$ cat src/rtl/destuff_pkg.sv
package destuff_pkg;

   // Decision taken for one presented line bit
   typedef enum logic [2:0] {
      ACT_IDLE   = 3'd0,   // no bit presented, or clear
      ACT_STORE  = 3'd1,   // data bit, goes into the shift register
      ACT_DROP   = 3'd2,   // the expected stuffing zero
      ACT_REJECT = 3'd3,   // a one where a stuffing zero was due
      ACT_RESYNC = 3'd4    // limit of zero: empty the run tracker
   } bit_action_e;

endpackage

$ cat src/rtl/destuff_run_tracker.sv
module destuff_run_tracker
   import destuff_pkg::*;
#(
   parameter int RUN_W = 4
) (
   input  logic             clk,
   input  logic             rst_n,
   input  logic             clear,
   input  logic             bit_en,
   input  logic             one_bit,
   input  logic [RUN_W-1:0] limit,
   output bit_action_e      action,
   output logic             stuff_error
);

   logic [RUN_W-1:0] run_q;
   logic             at_limit;

   assign at_limit = (run_q >= limit);

   always_comb begin
      if (clear || !bit_en)        action = ACT_IDLE;
      else if (limit == '0)        action = ACT_RESYNC;
      else if (at_limit && one_bit) action = ACT_REJECT;
      else if (at_limit)           action = ACT_DROP;
      else                         action = ACT_STORE;
   end

   always_ff @(posedge clk or negedge rst_n) begin
      if (!rst_n) begin
         run_q       <= '0;
         stuff_error <= 1'b0;
      end else if (clear) begin
         run_q       <= '0;
         stuff_error <= 1'b0;
      end else begin
         case (action)
            ACT_STORE:  run_q <= one_bit ? run_q + 1'b1 : '0;
            ACT_DROP,
            ACT_RESYNC: run_q <= '0;
            ACT_REJECT: stuff_error <= 1'b1;
            default:    ;
         endcase
      end
   end


   err_sticky_chk: assert property (@(posedge clk) disable iff (!rst_n)
      (stuff_error && !clear) |=> stuff_error);


   one_counts_up_chk: assert property (@(posedge clk) disable iff (!rst_n)
      (action == ACT_STORE && one_bit) |=> (run_q == $past(run_q) + 1'b1));


   drop_empties_run_chk: assert property (@(posedge clk) disable iff (!rst_n)
      (action == ACT_DROP) |=> (run_q == '0));


   reject_keeps_run_chk: assert property (@(posedge clk) disable iff (!rst_n)
      (action == ACT_REJECT) |=> ($stable(run_q) && stuff_error));

endmodule

$ cat src/rtl/destuff_collector.sv
module destuff_collector #(
   parameter int DATA_W    = 8,
   parameter bit LSB_FIRST = 1'b1,
   parameter int CNT_W     = $clog2(DATA_W + 1)
) (
   input  logic              clk,
   input  logic              rst_n,
   input  logic              clear,
   input  logic              store,
   input  logic              new_bit,
   output logic [DATA_W-1:0] data_q,
   output logic [CNT_W-1:0]  bit_cnt,
   output logic              byte_done,
   output logic              kept
);

   localparam logic [CNT_W-1:0] LAST_IDX = CNT_W'(DATA_W - 1);

   logic [DATA_W-1:0] shifted;

   generate
      if (LSB_FIRST) begin : g_right
         assign shifted = {new_bit, data_q[DATA_W-1:1]};
      end else begin : g_left
         assign shifted = {data_q[DATA_W-2:0], new_bit};
      end
   endgenerate

   always_ff @(posedge clk or negedge rst_n) begin
      if (!rst_n) begin
         data_q    <= '0;
         bit_cnt   <= '0;
         byte_done <= 1'b0;
         kept      <= 1'b0;
      end else if (clear) begin
         data_q    <= '0;
         bit_cnt   <= '0;
         byte_done <= 1'b0;
         kept      <= 1'b0;
      end else begin
         kept      <= store;
         byte_done <= store && (bit_cnt == LAST_IDX);
         if (store) begin
            data_q  <= shifted;
            bit_cnt <= (bit_cnt == LAST_IDX) ? '0 : bit_cnt + 1'b1;
         end
      end
   end


   done_restarts_chk: assert property (@(posedge clk) disable iff (!rst_n)
      byte_done |-> (bit_cnt == '0));


   idle_hold_chk: assert property (@(posedge clk) disable iff (!rst_n)
      (!store && !clear) |=> ($stable(data_q) && $stable(bit_cnt) && !kept && !byte_done));

endmodule

$ cat src/rtl/destuff_shift_unit.sv
module destuff_shift_unit
   import destuff_pkg::*;
#(
   parameter int DATA_W    = 8,
   parameter int RUN_W     = 4,
   parameter bit LSB_FIRST = 1'b1,
   parameter int CNT_W     = $clog2(DATA_W + 1)
) (
   input  logic              clk,
   input  logic              rst_n,
   input  logic              clear,
   input  logic              bit_en,
   input  logic              line_change,
   input  logic [RUN_W-1:0]  run_limit,
   output logic [DATA_W-1:0] shift_data,
   output logic              bit_kept,
   output logic              byte_ready,
   output logic [CNT_W-1:0]  bit_count,
   output logic              stuff_error
);

   generate
      if (DATA_W < 2) begin : g_bad_data_w
         $error("destuff_shift_unit: DATA_W must be at least 2");
      end
      if (RUN_W < 2) begin : g_bad_run_w
         $error("destuff_shift_unit: RUN_W must be at least 2");
      end
   endgenerate

   logic        one_bit;
   bit_action_e action;

   assign one_bit = ~line_change;

   destuff_run_tracker #(.RUN_W(RUN_W)) u_run (
      .clk         (clk),
      .rst_n       (rst_n),
      .clear       (clear),
      .bit_en      (bit_en),
      .one_bit     (one_bit),
      .limit       (run_limit),
      .action      (action),
      .stuff_error (stuff_error)
   );

   destuff_collector #(
      .DATA_W    (DATA_W),
      .LSB_FIRST (LSB_FIRST),
      .CNT_W     (CNT_W)
   ) u_col (
      .clk       (clk),
      .rst_n     (rst_n),
      .clear     (clear),
      .store     (action == ACT_STORE),
      .new_bit   (one_bit),
      .data_q    (shift_data),
      .bit_cnt   (bit_count),
      .byte_done (byte_ready),
      .kept      (bit_kept)
   );


   polarity_entry_chk: assert property (@(posedge clk) disable iff (!rst_n)
      (bit_en && !clear && (run_limit != '0)) |=>
         (!bit_kept || !LSB_FIRST || (shift_data[DATA_W-1] == !$past(line_change))));


   clear_wins_chk: assert property (@(posedge clk) disable iff (!rst_n)
      clear |=> (shift_data == '0 && !bit_kept && !byte_ready && bit_count == '0 && !stuff_error));


   zero_limit_no_store_chk: assert property (@(posedge clk) disable iff (!rst_n)
      (bit_en && !clear && run_limit == '0) |=> (!bit_kept && $stable(shift_data)));

endmodule

$ cat config.mk
export PLATFORM = sky130hd
export DESIGN_NAME = destuff_shift_unit
export DESIGN_NICKNAME = d
export VERILOG_FILES = /design/src/rtl/destuff_pkg.sv /design/src/rtl/destuff_run_tracker.sv /design/src/rtl/destuff_collector.sv /design/src/rtl/destuff_shift_unit.sv
export SDC_FILE = /design/constraint.sdc
export NUM_CORES = 1
export LEC_CHECK = 0
export ABC_AREA = 1
export BUFFER_PORTS_ARGS = -buffer_cell sky130_fd_sc_hd__buf_2
export CORE_AREA = 2 2 48 50
export CTS_CLUSTER_DIAMETER = 60
export DETAILED_ROUTE_END_ITERATION = 6
export DIE_AREA = 0 0 50 52
export PLACE_DENSITY = 0.75
export SYNTH_ARGS = -nofsm -noshare
export SYNTH_HDL_FRONTEND = slang
export SYNTH_SLANG_ARGS = --single-unit
$ cat constraint.sdc
create_clock -name clk -period 1.8 [get_ports clk]
set_input_delay 0.18 -clock clk [delete_from_list [all_inputs] [get_ports clk]]
set_output_delay 0.18 -clock clk [all_outputs]
set_load 0.1 [all_outputs]
## After elaboration in Yosys (flattened, before gate mapping)

Index checks and enable logic that the tools add are counted.

| operators by class | value |
|---|---|
| $add $sub $neg | 2 |
| order comparisons | 1 |
| eq/ne operators | 5 |
| multiplexer cells | 16 |
| bitwise gates (word level) | 1 |
| reduce and logical (&&, ||, !) cells | 9 |

Operator list:

| cell | number |
|---|---|
| $mux 4 | 5 |
| $mux 8 | 2 |
| $mux 3 | 3 |
| $add 4x1->4 const B | 2 |
| $pmux 4 s2 | 1 |
| $eq 3x2->1 const B | 2 |
| $eq 4x3->1 const B | 1 |
| $ge 4x4->1 | 1 |
| $logic_not 4->1 | 1 |
| $mux 1 | 4 |
| $reduce_bool 2->1 | 2 |
| $eq 3x1->1 const B | 1 |
| $eq 3x3->1 const B | 1 |
| $reduce_bool 3->1 | 1 |
| $logic_and 1x1->1 | 2 |
| $mux 2 | 1 |
| $reduce_or 2->1 | 1 |
| $logic_not 1->1 | 1 |
| $logic_or 1x1->1 | 1 |
| $not 1->1 | 1 |

| storage, ports and cells | value |
|---|---|
| flip-flop bits (word level) | 19 |
| bits of input ports | 9 |
| output and inout port bits | 15 |

## Depth between registers and ports, before layout

Gate-level depths: netlist of the first run.

| depth | value |
|---|---|
| word-level depth | 9 |
| depth in mapped cells | 12 |

## Modules after synthesis

A second synthesis of the first run with hierarchy kept.

| second synthesis, totals | value |
|---|---|
| cell total of the unflattened synthesis | 120 |
| area total of the unflattened synthesis | 1,002.2 µm² |

By module, submodules not included:

| module | times used | cells each | area each (µm²) | sequential area each (µm²) |
|---|---|---|---|---|
| destuff_collector | 1 | 56 | 561.8 | 350.3 |
| destuff_run_tracker | 1 | 60 | 422.9 | 125.1 |
| destuff_shift_unit | 1 | 4 | 17.5 | 0.0 |

## Worst setup path before layout of the first run

Ideal clock, no wire load.

| timing | value |
|---|---|
| kind | register to register |
| from | register u_col.bit_cnt[1] |
| to | register u_col.bit_cnt[0] |
| setup time | 0.124 ns |
| data arrival time | 1.653 ns |
| required time | 1.676 ns |
| setup slack | 0.024 ns |
| cell stages (with the launch flop) | 7 |
| path buffers | 0 |
| clock period less this slack | 1.776 ns |
| path through | dfrtp_1 > ha_1 > inv_1 > nor2_1 > nand2_1 > nand3b_1 > a21oi_1 |

| on the way | value |
|---|---|
| word-level cells in the longest chain between the ends | 4 |

Ends and longest elaborated chain:

| element | RTL line | RTL |
|---|---|---|
| start, declared | destuff_collector.sv:12 | `output logic [CNT_W-1:0] bit_cnt,` |
| start signal, assigned | destuff_collector.sv:45 | `bit_cnt <= (bit_cnt == LAST_IDX) ? '0 : bit_cnt + 1'b1;` |
| $eq 4x3->1 | destuff_collector.sv:45 |  |
| $mux 4 | destuff_collector.sv:45 |  |
| $mux 4 | destuff_collector.sv:43 | `if (store) begin` |
| $mux 4 | destuff_collector.sv:35 | `end else if (clear) begin` |

No other way between the ends. The select of a mux whose other input is x is not followed.
A chain may end at the register's enable or synchronous reset.

## Worst setup path in the final report of the first run

| timing | value |
|---|---|
| from | register u_run.run_q[3] |
| to | register u_run.run_q[2] |

| on the way | value |
|---|---|
| word-level cells in the longest chain between the ends | 9 |
| elaborated cells on any way between the ends | 13 |
| those cells by class | 1 x order compare; 3 x eq/ne; 6 x mux; 3 x reduce/logical |

Ends and longest elaborated chain:

| element | RTL line | RTL |
|---|---|---|
| start, declared | destuff_run_tracker.sv:16 | `logic [RUN_W-1:0] run_q;` |
| start signal, assigned | destuff_run_tracker.sv:38 | `ACT_STORE: run_q <= one_bit ? run_q + 1'b1 : '0;` |
| $ge 4x4->1 * | destuff_run_tracker.sv:19 | `assign at_limit = (run_q >= limit);` |
| $mux 2 or $logic_and 1x1->1 (tied branches) | destuff_run_tracker.sv:25, destuff_run_tracker.sv:24 |  |
| $mux 3 * | destuff_run_tracker.sv:24 | `else if (at_limit && one_bit) action = ACT_REJECT;` |
| $mux 3 * | destuff_run_tracker.sv:23 | `else if (limit == '0) action = ACT_RESYNC;` |
| $mux 3 * | destuff_run_tracker.sv:22 | `if (clear \|\| !bit_en) action = ACT_IDLE;` |
| $eq 3x2->1 or $eq 3x3->1 (tied branches) | destuff_run_tracker.sv:37 | `case (action)` |
| $reduce_or 2->1 | destuff_run_tracker.sv:37 |  |
| $pmux 4 s2 | destuff_run_tracker.sv:37 |  |
| $mux 4 | destuff_run_tracker.sv:33 | `end else if (clear) begin` |

Mark *: on every way between the ends. The rest lies on a longest branch, timed or not.

==> impl_metrics.tcl, run 1 <==
set metrics [dict create \
    cp.arrival_ns 1.85 \
    drcViolationCount 0 \
    gp_congestion 0.802 \
    final_nets 167 \
    skew_ns 0.00141 \
    setup_viol 0 \
    maxSlewHeadroom 0.679 \
    p_clk_frac 0.223 \
    drt-initial-drc-count 26 \
    cp_slowest_stage_delay_ns 0.41 \
    die_y_um 52 \
    max_freq_mhz 601 \
    path_class "flop to flop" \
    reg2reg_slack_ns 0.14 \
    dp.final_hpwl_um 1560 \
    syn-num-nets 136 \
    crit_fanout 3 \
    layout_commonest_cell "nand2_1" \
    status "completed" \
    ys_types 21 \
    syn_avg_cell_area_um2 8.55 \
    cts_tree "done" \
    diodes 0 \
    power_leakage_nw 0.675 \
    hold_class "input port to flop" \
    ys_warn_count 0 \
    total_power_uw 980 \
    path_cells "ha_1, nand2_1, inv_1, nand2_1, nand3_1, nand2_1, a21oi_1, a21oi_1" \
    grt_max_degree 20 \
    finalHoldViolations 0 \
    fin_crit_sh 0.924 \
    dieArea_mm2 0.00260 \
    netSwitchingFraction 0.370 \
    cts_max_path_buffers 2 \
    final_util 0.591 \
    power.switching_uw 362 \
    clockRootBuffer "clkbuf_4" \
    firstDrtPassIters 4 \
    track_usage 0.188 \
    avgRoutedWirePerCell_um 11.7 \
    grt_pass1_vias 837 \
    syn_to_final_growth_pct 20.3 \
    rows 17 \
    totalNegativeSetupSlack_ns 0 \
    die_x_um 50 \
    drv_cap 0 \
    comb_power_share 0.298 \
    slowest_stage "dfrtp_1" \
    synth_seq_cells 19 \
    grt_pass1_wl_um 3610 \
    portBuffers 23 \
    ant_nets 0 \
    worst_pin_slew_ns 0.485 \
    yosysSeqAreaShare 0.459 \
    peakVddDrop_mv 0.401 \
    initial_core_util 0.491 \
    route.vias.total 889 \
    fin_crit_ns 1.66 \
    cts_buffers 3 \
    cpMostUsedCell "nand2_1" \
    critPathLaunchType "flop" \
    setup_slack_ns 0.137 \
    antenna_found_initial 0 \
    postLayoutCellArea_mm2 0.00124 \
    insertion_delay_ns 0.30 \
    dp_slack_ns 0.0319 \
    cpLargestDelayFamily "flip-flops" \
    gr-total-overflow 0 \
    routed_wl_um 2100 \
    power_frac_seq 0.479 \
    netlist_area_mm2 0.00103 \
    critPathBufInv 1 \
    core_mm2 0.00211 \
    p_int_uw 617 \
    end_kind "flop" \
    clkTransAtPathRegs_ns 0.11 \
    htreeDepth 1 \
    crit_required_ns 1.99 \
    slew_viol_final 0 \
    clock_sinks 19 \
    synthCells 121 \
    place_area_mm2 0.00117 \
    drive_gt1_frac 0.278 \
    power_density_mw_per_mm2 787 \
    final_cell_mix "nand2_1 (24), buf_2 (23), dfrtp_1 (19)" \
    io_pins 24 \
    via_per_inst 4.97 \
]
-- cells in the mapped netlist (all sizes together) --
master | instances | area share
nand2 | 28 | 0.12
inv | 22 | 0.082
dfrtp | 19 | 0.46
nand3 | 11 | 0.065
a21oi | 9 | 0.054
nor2 | 9 | 0.040
ha | 6 | 0.073
o22ai | 6 | 0.036
o21ai | 5 | 0.024
nand4 | 2 | 0.012
xor2 | 2 | 0.017
buf | 1 | 0.011
nand3b | 1 | 0.0073
-- per-layer routing --
| layer | GRT usage | part of all wire | vias up |
|---|---|---|---|
| met1 | 0.220 | 0.41 | 411 |
| met2 | 0.327 | 0.52 | 24 |
| met5 | 0 | 0 | - |
| met4 | 0.111 | 0.025 | 0 |
| li1 | - | - | 449 |
| met3 | 0.0259 | 0.042 | 5 |
-- per-stage QoR --
step,std cells,hold WS (ns)
final,179,0.108
after global routing,179,0.102
after CTS,176,0.0988
after detailed placement,171,0.135
after global placement,171,0.135
after floorplan,121,-0.116
-- final timing paths --
check / start / end / depth (start not counted)
setup / recovery: u_run.run_q[3]$_DFFE_PN0P_ / u_run.run_q[2]$_DFFE_PN0P_ / 8
hold / removal: line_change / u_run.stuff_error$_DFFE_PN0P_ / 2
setup reg to reg: u_run.run_q[3]$_DFFE_PN0P_ / u_run.run_q[2]$_DFFE_PN0P_ / 8
hold reg to reg: u_col.data_q[0]$_DFFE_PN0P_ / u_col.data_q[0]$_DFFE_PN0P_ / 2
max in group asynchronous: rst_n / u_col.data_q[4]$_DFFE_PN0P_ / 2
min in group asynchronous: rst_n / u_col.bit_cnt[1]$_DFFE_PN0P_ / 2
-- timing repair --
item,in CTS,in global routing
endpoints found under the hold margin,19,0
endpoints found under the setup margin,0,14
setup buffers,0,3
hold buffers,1,0
gates resized for setup,0,3
-- power by group through the flow --
stage          Sequential (mW)  Clock (mW)  Combinational [mW]
5_1_grt                  0.473       0.247               0.323
3_5_place_dp             0.477           0               0.265
6_report                 0.470       0.218               0.292
2_1_floorplan            0.557           0               0.123
4_1_cts                  0.468       0.227               0.268
3_3_place_gp             0.476           0               0.261
-- flip-flops by register name, indices dropped and copies added (netlist names) --
name               flops
u_col.data_q           8
u_col.bit_cnt          4
u_run.stuff_error      1
u_run.run_q            4
u_col.kept             1
u_col.byte_done        1
-- cell families after synthesis --
logic type / count (synthesis) / synth area share
XOR/XNOR: 2 / 0.0169
buffers and inverters: 23 / 0.0931
AO/OA/AOI/OAI: 20 / 0.115
AND/OR/NAND/NOR: 51 / 0.243
flip-flops: 19 / 0.459
adder cells (fa/ha/maj): 6 / 0.0725
-- layout make-up --
cell class                      instances  area [µm²]
Timing Repair Buffer                   27         148
Fill cell                             190         861
Sequential cell                        19         475
Multi-Input combinational cell         79         474
Clock inverter                          1        5.00
Tap cell                               28        35.0
Inverter                               22        85.1
Clock buffer                            3        22.5
No activity file was read; power rests on OpenSTA's default activity.
==> run 2, diff against run 1 <==
--- a/config.mk
+++ b/config.mk
@@ -11,7 +11,8 @@
 export CTS_CLUSTER_DIAMETER = 60
 export DETAILED_ROUTE_END_ITERATION = 6
 export DIE_AREA = 0 0 50 52
-export PLACE_DENSITY = 0.75
+export PLACE_DENSITY = 0.73
 export SYNTH_ARGS = -nofsm -noshare
 export SYNTH_HDL_FRONTEND = slang
+export SYNTH_HIERARCHICAL = 1
 export SYNTH_SLANG_ARGS = --single-unit
==> impl_metrics.tcl, run 2 <==
set metrics [dict create \
    die_y_um 52 \
    status "completed" \
    gp_congestion 0.829 \
    synth_area_leaders "dfrtp_1 (47%), inv_1 (9.7%), nand2_1 (9.4%)" \
    peakVddDrop_mv 0.344 \
    path_class "flop to flop" \
    power_leakage_nw 0.749 \
    via_per_inst 4.79 \
    reg_top3 "u_col/data_q (8), u_col/bit_cnt (4), u_run/run_q (4)" \
    slowest_stage "dfrtp_1" \
    io_pins 24 \
    firstDrtPassIters 4 \
    largest_register_ffs 8 \
    yosysSeqAreaShare 0.474 \
    worst_pin_slew_ns 0.488 \
    portBuffers 23 \
    final_cell_mix "inv_1 (24), buf_2 (23), nand2_1 (23)" \
    ant_nets 0 \
    grt_pass1_wl_um 3520 \
    yosysMostFrequentCell "inv_1" \
    layout_commonest_cell "inv_1" \
    clock_sinks 19 \
    postLayoutCellArea_mm2 0.00133 \
    cts_tree "done" \
    regMostFlops "u_col/data_q" \
    critPathBufInv 0 \
    route.vias.total 877 \
    dp_slack_ns -0.0783 \
    ys_types 19 \
    rows 17 \
    drive_gt1_frac 0.361 \
    drcViolationCount 0 \
    cts_max_path_buffers 2 \
    critPathLaunchType "flop" \
    whs_path_depth 4 \
    die_x_um 50 \
    cp.arrival_ns 1.93 \
    routed_wl_um 2100 \
    reg2reg_to "u_col/bit_cnt[1]$_DFFE_PN0P_" \
    r2r_start "u_run/run_q[1]$_DFFE_PN0P_" \
    avgRoutedWirePerCell_um 11.5 \
    finalHoldViolations 0 \
    min_to "u_col/data_q[7]$_DFFE_PN0P_" \
    synth_seq_cells 19 \
    reg2reg_slack_ns 0.05 \
    worstHoldStart "line_change" \
    total_power_uw 812 \
    skew_ns 0.00522 \
    power_density_mw_per_mm2 611 \
    syn-num-nets 135 \
    track_usage 0.181 \
    clkTransAtPathRegs_ns 0.10 \
    dieArea_mm2 0.00260 \
    cts_buffers 3 \
    reg2regPathDepth 10 \
    setup_slack_ns 0.0511 \
    setup_viol 0 \
    synth_common_cells "inv_1 (26), nand2_1 (25), dfrtp_1 (19)" \
    grt_max_degree 20 \
    maxSlewHeadroom 0.677 \
    fin_crit_ns 1.75 \
    max_freq_mhz 572 \
    synth.top_cell.area_share 0.474 \
    synth_edf_count 0 \
    synth_flop_cell "dfrtp_1" \
    totalNegativeSetupSlack_ns 0 \
    initial_core_util 0.476 \
    antenna_found_initial 0 \
    htreeDepth 1 \
    rsz0062_at_grt "yes" \
    place_area_mm2 0.00119 \
    end_kind "flop" \
    syn_avg_cell_area_um2 8.35 \
    drv_cap 0 \
    cpLargestDelayFamily "simple AND/OR/NAND/NOR gates" \
    hold_class "input port to flop" \
    synth_area_leader_cell "dfrtp_1" \
    crit_required_ns 1.98 \
    fin_crit_sh 0.972 \
    drt-initial-drc-count 13 \
    cp_slowest_stage_delay_ns 0.42 \
    core_mm2 0.00211 \
    clockRootBuffer "clkbuf_4" \
    slew_viol_final 0 \
    syn_to_final_growth_pct 32.6 \
    path_cells "ha_4, nand2_2, nand2_1, nand2_1, nand3_2, a21oi_2, nand2_2, nor2_4, nor2_4, a22o_1" \
    final_nets 171 \
    gr-total-overflow 0 \
    synthCells 120 \
    crit_fanout 4 \
    diodes 0 \
    dp.final_hpwl_um 1500 \
    insertion_delay_ns 0.29 \
    ys_warn_count 6 \
    async_reset_ff_frac 1.00 \
    netlist_area_mm2 0.00100 \
    grt_pass1_vias 848 \
]
run 2: cell count changes after synthesis, sizes merged, moves of 2 or more:
| cell | before | now |
|---|---|---|
| a21oi | 9 | 3 |
| inv | 22 | 28 |
| o21ai | 5 | 3 |
| nand3 | 11 | 9 |
| nor3 | 0 | 3 |
run 2: metal layers:
layer / vias to the layer above / track usage / part of all wire
met1: 407 / 0.231 / 0.49
met2: 17 / 0.305 / 0.46
met5: - / 0 / 0
met3: 4 / 0.0230 / 0.034
met4: 0 / 0.0880 / 0.013
li1: 449 / - / -
run 2: repair_timing:
action / CTS / global route
cloned: 1 / 0
hold buffers: 1 / 0
endpoints found under the hold margin: 19 / 0
pin swaps: 3 / 6
setup endpoints to repair: 13 / 13
buffers inserted: 1 / 0
resized for setup: 5 / 14
run 2: cell families after synthesis:
logic type / synth area share
DFF: 0.474
AOI/OAI and AO/OA: 0.0762
adders and majority gates: 0.0749
and+or+nand+nor: 0.252
xor gates and xnor gates: 0.0175
buffers and inverters: 0.105
run 2: power breakdown:
group	leakage [nW]	switching, mW	internal (mW)
combinational	0.470	0.114	0.0460
sequential	0.263	0.00619	0.434
clock	0.0150	0.125	0.0862
run 2: worst min-delay path, cell delays in order:
cell and delay [ns]:
buf_2 0.07, inv_1 0.06, nand2_1 0.06, o21ai_0 0.07
run 2: worst max path at each step:
stage,start,endpoint,slack [ns],cells past startpoint
floorplan,u_run/run_q[3]$_DFFE_PN0P_,u_col/bit_cnt[3]$_DFFE_PN0P_,0.03,10
global route,u_run/run_q[1]$_DFFE_PN0P_,u_col/bit_cnt[0]$_DFFE_PN0P_,-0.07,12
finish,u_run/run_q[1]$_DFFE_PN0P_,u_col/bit_cnt[1]$_DFFE_PN0P_,0.05,10
CTS,u_run/run_q[1]$_DFFE_PN0P_,u_col/bit_cnt[1]$_DFFE_PN0P_,0.008,10
detailed placement,u_run/run_q[3]$_DFFE_PN0P_,u_col/bit_cnt[0]$_DFFE_PN0P_,-0.08,10
global placement,u_run/run_q[3]$_DFFE_PN0P_,u_col/bit_cnt[0]$_DFFE_PN0P_,0.005,10
run 2: area by class of cell:
class,instances,area [µm²]
clock buffers,4,26.3
fillers,171,777
inverters,28,108
multi-input cells,74,510
flip-flops and latches,19,475
well taps,28,35.0
repair buffers,30,174
run 2: stage by stage:
step            util  hold WS, ns  std cells
6_report       0.631        0.175        183
2_1_floorplan      -       -0.116        120
3_5_place_dp   0.565        0.144        176
3_3_place_gp   0.565        0.140        176
5_1_grt        0.631        0.177        183
4_1_cts        0.603        0.164        183
==> run 3, diff against run 2 <==
--- a/config.mk
+++ b/config.mk
@@ -7,11 +7,13 @@
 export LEC_CHECK = 0
 export ABC_AREA = 1
 export BUFFER_PORTS_ARGS = -buffer_cell sky130_fd_sc_hd__buf_2
-export CORE_AREA = 2 2 48 50
+export CELL_PAD_IN_SITES_DETAIL_PLACEMENT = 1
+export CELL_PAD_IN_SITES_GLOBAL_PLACEMENT = 1
+export CORE_AREA = 2 2 55 57
 export CTS_CLUSTER_DIAMETER = 60
 export DETAILED_ROUTE_END_ITERATION = 6
-export DIE_AREA = 0 0 50 52
-export PLACE_DENSITY = 0.73
+export DIE_AREA = 0 0 57 59
+export PLACE_DENSITY_LB_ADDON = 0.1
 export SYNTH_ARGS = -nofsm -noshare
 export SYNTH_HDL_FRONTEND = slang
 export SYNTH_HIERARCHICAL = 1
==> impl_metrics.tcl, run 3 (same netlist as run 2, synthesis figures left out) <==
set metrics [dict create \
    status "finished, violations left" \
    violations "setup timing" \
    ant_nets 0 \
    track_usage 0.170 \
    syn_to_final_growth_pct 36.1 \
    cp_slowest_stage_delay_ns 0.44 \
    cts_tree "done" \
    postLayoutCellArea_mm2 0.00136 \
    critPathLaunchType "flop" \
    routed_wl_um 2600 \
    route.vias.total 930 \
    crit_required_ns 2.03 \
    crit_fanout 5 \
    finalHoldViolations 0 \
    p_int_uw 570 \
    worst_pin_slew_ns 0.487 \
    die_x_um 57 \
    total_power_uw 846 \
    cts_max_path_buffers 2 \
    power_leakage_nw 0.773 \
    slew_viol_final 0 \
    via_per_inst 4.89 \
    final_nets 175 \
    peakVddDrop_mv 0.402 \
    portBuffers 23 \
    maxSlewHeadroom 0.677 \
    final_cell_mix "inv_1 (25), buf_2 (23), nand2_1 (23)" \
    avgRoutedWirePerCell_um 13.7 \
    clock_sinks 19 \
    totalNegativeSetupSlack_ns -0.0192 \
    n_fill_cell 334 \
    hold_class "input port to flop" \
    power_frac_seq 0.521 \
    diodes 0 \
    clkTransAtPathRegs_ns 0.12 \
    largest_register_ffs 8 \
    dieArea_mm2 0.00336 \
    end_kind "flop" \
    drt-initial-drc-count 21 \
    drcViolationCount 0 \
    max_freq_mhz 550 \
    skew_ns 0.00817 \
    rsz0062_at_grt "yes" \
    cp.arrival_ns 2.05 \
    netSwitchingFraction 0.326 \
    cts_buffers 3 \
    die_y_um 59 \
    whs_ns 0.173 \
    gr-total-overflow 0 \
    grt_pass1_wl_um 4280 \
    initial_core_util 0.370 \
    gp_congestion 0.771 \
    power_density_mw_per_mm2 620 \
    dp.final_hpwl_um 1840 \
    htreeDepth 1 \
    grt_pass1_vias 912 \
    path_cells "ha_4, nand2_1, inv_1, nand2_1, nand3_2, a21oi_2, nand2_2, nor2_4, buf_4, nand2_4, nor3_1" \
    core_mm2 0.00271 \
    antenna_found_initial 0 \
    io_pins 24 \
    grt_max_degree 20 \
    drive_gt1_frac 0.377 \
    cpMostUsedCell "nand2_1" \
    fin_crit_sh 1.01 \
    critPathBufInv 2 \
    comb_power_share 0.201 \
    firstDrtPassIters 4 \
    setup_slack_ns -0.0192 \
    p_clk_frac 0.278 \
    regMostFlops "u_col/data_q" \
    rows 19 \
    layout_commonest_cell "inv_1" \
    reg_top3 "u_col/data_q (8), u_col/bit_cnt (4), u_run/run_q (4)" \
    fin_crit_ns 1.82 \
    place_area_mm2 0.00120 \
    power.switching_uw 276 \
    clockRootBuffer "clkbuf_4" \
    slowest_stage "dfrtp_1" \
    path_class "flop to flop" \
    setup_viol 1 \
    drv_cap 0 \
    dp_slack_ns -0.0977 \
    cpLargestDelayFamily "simple AND/OR/NAND/NOR gates" \
    insertion_delay_ns 0.32 \
]
-- run 3: worst paths after layout --
check	start	end	slack (ns)	depth (start not counted)
min in group asynchronous	rst_n	u_col/data_q[6]$_DFFE_PN0P_	0.32	2
setup reg to reg	u_run/run_q[2]$_DFFE_PN0P_	u_col/byte_done$_DFF_PN0_	-0.02	11
hold / removal	line_change	u_col/data_q[7]$_DFFE_PN0P_	0.17	4
setup / recovery	u_run/run_q[2]$_DFFE_PN0P_	u_col/byte_done$_DFF_PN0_	-0.02	11
hold reg to reg	u_run/stuff_error$_DFFE_PN0P_	u_run/stuff_error$_DFFE_PN0P_	0.50	2
max in group asynchronous	rst_n	u_col/bit_cnt[0]$_DFFE_PN0P_	1.17	2
-- run 3: timing repair --
action | CTS | global route
hold buffers | 1 | 0
pin swaps | 2 | 3
gates cloned | 0 | 1
setup buffers | 1 | 3
gates resized for setup | 8 | 10
endpoints found under the hold margin | 19 | 0
setup endpoints to repair | 13 | 13
-- run 3: metal layers --
layer	track usage	wire (µm)	up-vias
met3	0.0480	106	5
met5	0	0	-
li1	-	-	457
met4	0.0698	41	0
met2	0.269	1230	17
met1	0.220	1230	451
-- run 3: worst register-to-register path: cells and delay by family, from the launching register on --
kind,cells,cell delay [ns]
AOI/OAI and AO/OA,1,0.16
buffers and inverters,2,0.18
DFF,1,0.44
and+or+nand+nor,7,0.71
adders and majority gates,1,0.23
-- run 3: cell type report --
type                    count  area, µm²  area share
multi-input cells          74        509       0.373
clock buffers               3       22.5      0.0165
clock inverters             1       7.51     0.00550
well taps                  31       38.8      0.0284
flip-flops and latches     19        475       0.349
inverters                  28        110      0.0807
repair buffers             34        200       0.147
-- run 3: power by group through the flow --
| stage | Combinational, mW | Clock (mW) | Sequential (mW) |
|---|---|---|---|
| 5_1_grt | 0.187 | 0.264 | 0.442 |
| 3_5_place_dp | 0.144 | 0 | 0.449 |
| 6_report | 0.170 | 0.236 | 0.441 |
| 3_3_place_gp | 0.140 | 0 | 0.448 |
| 2_1_floorplan | 0.0516 | 0 | 0.492 |
| 4_1_cts | 0.154 | 0.243 | 0.441 |
-- run 3: through the flow --
| stage | util | cells |
|---|---|---|
| final | 0.503 | 190 |
| after global routing | 0.503 | 190 |
| after CTS | 0.478 | 186 |
| after detailed placement | 0.443 | 180 |
| after global placement | 0.443 | 180 |
| after floorplan | - | 120 |
